--- config.mk ---
export PLATFORM = sky130hd
export DESIGN_NAME = port_change_irq
export DESIGN_NICKNAME = d
export VERILOG_FILES = /design/src/rtl/pcig_pkg.sv /design/src/rtl/pcig_wr_track.sv /design/src/rtl/pcig_ref_reg.sv /design/src/rtl/pcig_cmp_drive.sv /design/src/rtl/port_change_irq.sv
export SDC_FILE = /design/constraint.sdc
export NUM_CORES = 1
export LEC_CHECK = 0
export BUFFER_PORTS_ARGS = -buffer_cell sky130_fd_sc_hd__buf_2
export CAP_MARGIN = 10
export CORE_AREA = 2 2 39 41
export CTS_CLUSTER_SIZE = 40
export DETAILED_ROUTE_END_ITERATION = 8
export DIE_AREA = 0 0 41 43
export PLACE_DENSITY = 0.68
export SYNTH_ARGS = -nofsm -noshare
export SYNTH_HDL_FRONTEND = slang
export SYNTH_HIERARCHICAL = 1
export SYNTH_SLANG_ARGS = --single-unit
--- constraint.sdc ---
create_clock -name clk -period 3.9 [get_ports clk]
set_clock_uncertainty 0.2 [all_clocks]
set_input_delay 0.195 -clock clk [delete_from_list [all_inputs] [get_ports clk]]
set_output_delay 0.195 -clock clk [all_outputs]
set_load 0.02 [all_outputs]
--- src/rtl/pcig_pkg.sv ---
// Package: shared constants and types for the port change interrupt generator.
// Assumes: nothing beyond IEEE 1800-2017.
package pcig_pkg;
    localparam int unsigned PCIG_DEF_W = 8;

    // Reason a reference reload happens at the current edge.
    typedef enum logic [1:0] {
        UPD_NONE      = 2'd0,
        UPD_READ      = 2'd1,
        UPD_WRITE_END = 2'd2
    } upd_e;
endpackage

--- src/rtl/pcig_wr_track.sv ---
// Module: detects the trailing end of the write-commit pulse.
// Assumes: wr_commit is synchronous to clk; reset is synchronous active-low.
module pcig_wr_track (
    input  logic clk,
    input  logic rst_n,
    input  logic wr_commit,
    output logic wr_end
);
    logic wr_d;

    // Remember the previous write level.
    always_ff @(posedge clk) begin
        if (!rst_n) wr_d <= 1'b0;
        else        wr_d <= wr_commit;
    end

    // Trailing end: high last cycle, low now.
    always_comb wr_end = wr_d & ~wr_commit;
endmodule

--- src/rtl/pcig_ref_reg.sv ---
// Module: reference snapshot of the port, reset to all ones.
// Assumes: load is already qualified by the caller; pins are synchronized.
module pcig_ref_reg #(
    parameter int unsigned W = pcig_pkg::PCIG_DEF_W
) (
    input  logic         clk,
    input  logic         rst_n,
    input  logic         load,
    input  logic [W-1:0] pins,
    output logic [W-1:0] ref_q,
    output logic [W-1:0] ref_next
);
    localparam logic [W-1:0] REF_RST = {W{1'b1}};

    // Value the reference takes at the coming edge.
    always_comb ref_next = load ? pins : ref_q;

    // Hold the snapshot.
    always_ff @(posedge clk) begin
        if (!rst_n) ref_q <= REF_RST;
        else        ref_q <= ref_next;
    end

    assert_ref_load_R5: assert property (@(posedge clk) disable iff (!rst_n)
        load |=> ref_q == $past(pins));
    assert_ref_hold_R4: assert property (@(posedge clk) disable iff (!rst_n)
        !load |=> $stable(ref_q));
endmodule

--- src/rtl/pcig_cmp_drive.sv ---
// Module: per-bit mismatch detect and registered open-drain pull enable.
// Assumes: ref_cmp is the reference value valid after the coming edge.
module pcig_cmp_drive #(
    parameter int unsigned W = pcig_pkg::PCIG_DEF_W
) (
    input  logic         clk,
    input  logic         rst_n,
    input  logic [W-1:0] pins,
    input  logic [W-1:0] ref_cmp,
    input  logic         mask,
    output logic         pull_en
);
    logic [W-1:0] bit_diff;

    // One mismatch flag per port bit.
    for (genvar i = 0; i < W; i++) begin : g_bit
        always_comb bit_diff[i] = pins[i] ^ ref_cmp[i];
    end

    // Register the request; never drive high, only enable the pull-down.
    always_ff @(posedge clk) begin
        if (!rst_n) pull_en <= 1'b0;
        else        pull_en <= (|bit_diff) & ~mask;
    end

    assert_mask_R6: assert property (@(posedge clk) disable iff (!rst_n)
        mask |=> !pull_en);
endmodule

--- src/rtl/port_change_irq.sv ---
// Module: port change interrupt generator top.
// Compares synchronized pins with a reference refreshed by read samples and
// write-commit ends; drives an open-drain pull enable.
// Assumes: port_in already synchronized; synchronous active-low reset.
module port_change_irq #(
    parameter int unsigned PORT_W = pcig_pkg::PCIG_DEF_W
) (
    input  logic              clk,
    input  logic              rst_n,
    input  logic [PORT_W-1:0] port_in,
    input  logic              rd_sample,
    input  logic              wr_commit,
    output logic              irq_pull_en
);
    import pcig_pkg::*;

    logic              wr_end;
    logic              ref_load;
    upd_e              upd;
    logic [PORT_W-1:0] ref_q;
    logic [PORT_W-1:0] ref_next;

    pcig_wr_track u_wr (
        .clk       (clk),
        .rst_n     (rst_n),
        .wr_commit (wr_commit),
        .wr_end    (wr_end)
    );

    // Pick the reload reason; read takes precedence when both occur.
    always_comb begin
        if (rd_sample)   upd = UPD_READ;
        else if (wr_end) upd = UPD_WRITE_END;
        else             upd = UPD_NONE;
    end

    // Any reason reloads the reference.
    always_comb ref_load = (upd != UPD_NONE);

    pcig_ref_reg #(.W(PORT_W)) u_ref (
        .clk      (clk),
        .rst_n    (rst_n),
        .load     (ref_load),
        .pins     (port_in),
        .ref_q    (ref_q),
        .ref_next (ref_next)
    );

    pcig_cmp_drive #(.W(PORT_W)) u_cmp (
        .clk     (clk),
        .rst_n   (rst_n),
        .pins    (port_in),
        .ref_cmp (ref_next),
        .mask    (wr_commit),
        .pull_en (irq_pull_en)
    );

    assert_detect_R3: assert property (@(posedge clk) disable iff (!rst_n)
        (!wr_commit && !ref_load && port_in != ref_q) |=> irq_pull_en);
    assert_match_R4: assert property (@(posedge clk) disable iff (!rst_n)
        (!ref_load && port_in == ref_q) |=> !irq_pull_en);
    assert_read_clear_R5: assert property (@(posedge clk) disable iff (!rst_n)
        rd_sample |=> !irq_pull_en);
endmodule

==> run_results.csv <==
group,metric,value,unit
clock_tree,cts_sinks,10,
grt,grt_pass1_wl,1300,µm
grt,grt_max_degree,9,
grt,overflow,0,
power_and_ir_drop,internal_power,192,µW
power_and_ir_drop,ir_drop,0.000173,V
logic_synthesis,synth_seq_cells,10,
drt,dr.pass1.iters,1,
logic_synthesis,synth_area,502,µm²
run_status,status,"finished, final reports clean",
logic_synthesis,synth_edf_count,0,
logic_synthesis,avgSynthCellArea,11.7,µm²
drt,via_per_inst,4.19,
logic_synthesis,syn_nets,55,
worst_setup_path,critPathArrivalTime,2410,ps
logic_synthesis,synthXorXnorAreaFrac,14.0,%
grt,grt_pass1_vias,336,
floorplanning,num_rows,14,
drt,remaining_drc_errors,0,
power_and_ir_drop,pwr-share-comb,18.3,%
timing,setup_viol,0,
worst_setup_path,reg2reg_slack,1720,ps
power_and_ir_drop,p_leak,0.298,nW
logic_synthesis,post-synth-top-count-cell,"dfxtp_1",
clock_tree,cts_buffers,3,
layout,layout.nets,74,
drt,via_count,323,
timing,hold_viol,0,
power_and_ir_drop,clockPowerShare,37.3,%
clock_tree,cts-root-buf,"clkbuf_4",
worst_hold_path,min-delay-start,"port_in[2]",
worst_hold_path,hold_path_depth,3,
worst_setup_path,rr_endpoint,"u_cmp/pull_en",
drt,routed_wl,809,µm
logic_synthesis,synth-main-ff-cell,"dfxtp_1",
logic_synthesis,synth.distinct_cells,11,
worst_setup_path,path_cells,"dlygate4sd3_1, buf_2, and2b_2, or2_1, mux2_4, xor2_1, nor4_1, a21oi_1",
logic_synthesis,synth-adder-area-share,0,%
timing,rsz0062_at_grt,"false",
placed_design,dp_hpwl,557,µm
logic_synthesis,synthSimpleGateAreaFrac,18.2,%
timing,worstMarginPinSlew,532,ps
power_and_ir_drop,switching_share,22.6,%
floorplanning,die_area,1760,µm²
worst_setup_path,reg2reg_depth,6,
drt,avgRoutedWirePerCell,10.5,µm
logic_synthesis,synthCells,43,
worst_setup_path,critPathMaxStageDelay,530,ps
floorplanning,die_w,41,µm
worst_hold_path,holdPathEnd,"u_ref/ref_q[2]",
worst_hold_path,hold_class,"input pin to flop",
clock_tree,cts.path.max_buffers,2,
drt,detail-route-antenna-nets,0,
logic_synthesis,synth_top_area_cell,"dfxtp_1",
placed_design,routabilityCongestion,0.707,
logic_synthesis,synth_top_family_by_area,"multiplexers",
logic_synthesis,ys_top_cells_by_count,"dfxtp_1 (10), or2_1 (9), mux2_4 (8), xor2_1 (8), nor4_1 (2)",
timing,fmax,406,MHz
worst_setup_path,r2r_start,"u_wr/wr_d",
clock_tree,clock_latency,260,ps
layout,final-instance-count-excl-fill,77,
floorplanning,die_h,43,µm
layout,drive_gt1_share,42.6,%
flow_run,maxCapViolations,0,
drt,drt_iter0_markers,0,
clock_tree,cts_resized,0,
logic_synthesis,synth_mux_area_share,23.9,%
grt,grt.total_usage,11.1,%
worst_setup_path,worstPathMaxFanout,8,
layout,antenna_cells,0,
placed_design,port_buffers,12,
layout,syn2layout_area_growth,26.9,%
clock_tree,clk_pin_slew,70,ps
worst_setup_path,cp-start-kind,"input pin",
worst_setup_path,crit_type,"input pin to flop",
logic_synthesis,yosysSeqAreaShare,39.9,%
timing,period_minus_slack,2470,ps
logic_synthesis,yosysWarnings,6,
worst_setup_path,slowest_stage,"dlygate4sd3_1",
logic_synthesis,synth_area_leaders,"dfxtp_1 (40%), mux2_4 (24%), xor2_1 (14%)",
placed_design,dpl-instance-area,571,µm²
power_and_ir_drop,seqPwrFrac,44.4,%
grt,antenna_found_initial,0,
clock_tree,cts_tree,"done",
power_and_ir_drop,p_switching,55.9,µW
timing,tns,0,ps
logic_synthesis,ys_async_sr_fraction,0,%
timing,setup_ws,1430,ps
placed_design,dp_cells,70,
timing,fin_crit_sh,63.2,%
logic_synthesis,yosysTopAreaCellShare,39.9,%
floorplanning,start_util,36.3,%
clock_tree,htree_levels,1,
timing,relSlewSlack,64.5,%
worst_setup_path,cp.required,3850,ps
timing,slew_viol_final,0,
power_and_ir_drop,power.density,389,nW/µm²
layout,final_cell_area,637,µm²
logic_synthesis,synth_compound_area_share,0.998,%
floorplanning,io_pins,13,
placed_design,place_ws,1680,ps
floorplanning,core-area,1380,µm²
worst_setup_path,worstSetupEndpointType,"flop",
-- registers in the layout, indices dropped and copies added, names as in the netlist --
| register | count |
|---|---|
| u_wr/wr_d | 1 |
| u_ref/ref_q | 8 |
| u_cmp/pull_en | 1 |
-- how the worst max path moves through the flow --
stage / startpoint / endpoint / slack (ps)
floorplan: u_wr/wr_d / u_cmp/pull_en / 1980
global placement: wr_commit / u_cmp/pull_en / 1710
detailed placement: wr_commit / u_cmp/pull_en / 1680
CTS: wr_commit / u_cmp/pull_en / 1430
global route: wr_commit / u_cmp/pull_en / 1300
finish: wr_commit / u_cmp/pull_en / 1430
-- metrics by stage --
| step | power [mW] | hold slack (ps) | util [%] |
|---|---|---|---|
| finish | 0.248 | 82.6 | 46.0 |
| global route | 0.261 | 85.6 | 46.0 |
| floorplan | 0.145 | 124 | - |
| detailed placement | 0.155 | 244 | 41.2 |
| CTS | 0.251 | 75.4 | 46.0 |
| global placement | 0.155 | 230 | 41.2 |
-- final cells by class --
class,count,area [µm²]
clock buffer,4,36.3
fill,137,747
inverter,1,3.75
multi-input combinational,31,287
sequential,10,200
tap,16,20.0
timing repair buffer,15,90.1
-- cell usage in the layout, fill, tap and decap left out --
master / netlist / final
a21oi_1: 1 / 1
clkbuf_8: 0 / 1
and2_2: 1 / 1
nand2b_1: 1 / 1
dfxtp_1: 10 / 10
inv_1: 1 / 1
buf_2: 0 / 12
xor2_1: 8 / 8
mux2_4: 8 / 8
or2_1: 9 / 9
nor4_1: 2 / 2
and2b_2: 1 / 1
dlygate4sd3_1: 0 / 3
clkbuf_4: 0 / 3
-- power by group through the flow --
stage | registers (mW) | logic (mW) | clock network (mW)
2_1_floorplan | 0.113 | 0.0317 | 0
3_3_place_gp | 0.112 | 0.0425 | 0
3_5_place_dp | 0.113 | 0.0426 | 0
4_1_cts | 0.110 | 0.0455 | 0.0958
5_1_grt | 0.111 | 0.0496 | 0.100
6_report | 0.110 | 0.0452 | 0.0925
-- layer usage --
| metal | vias to the layer above | GRT usage, % | wire length, µm |
|---|---|---|---|
| met5 | - | 0 | 0 |
| met4 | 0 | 10.0 | 14 |
| met3 | 2 | 3.14 | 34 |
| met2 | 9 | 14.4 | 342 |
| li1 | 177 | - | - |
| met1 | 135 | 14.1 | 416 |
-- kinds of logic after synthesis --
group / Yosys count
AND/OR/NAND/NOR: 14
flip-flops: 10
XOR/XNOR: 8
multiplexers: 8
buffers and inverters: 2
AO/OA/AOI/OAI: 1
-- worst max-delay path: cells and delay by family --
family / cells / cell delay, ps
AOI/OAI and AO/OA: 1 / 110
and+or+nand+nor: 3 / 930
muxes: 1 / 360
buffers and inverters: 2 / 660
xor gates and xnor gates: 1 / 170
-- what timing repair did --
action / CTS / global route
hold endpoints to repair: 2 / 0
buffers inserted: 0 / 0
hold buffers: 3 / 0
Note: power is estimated with default switching activity, not from simulation.
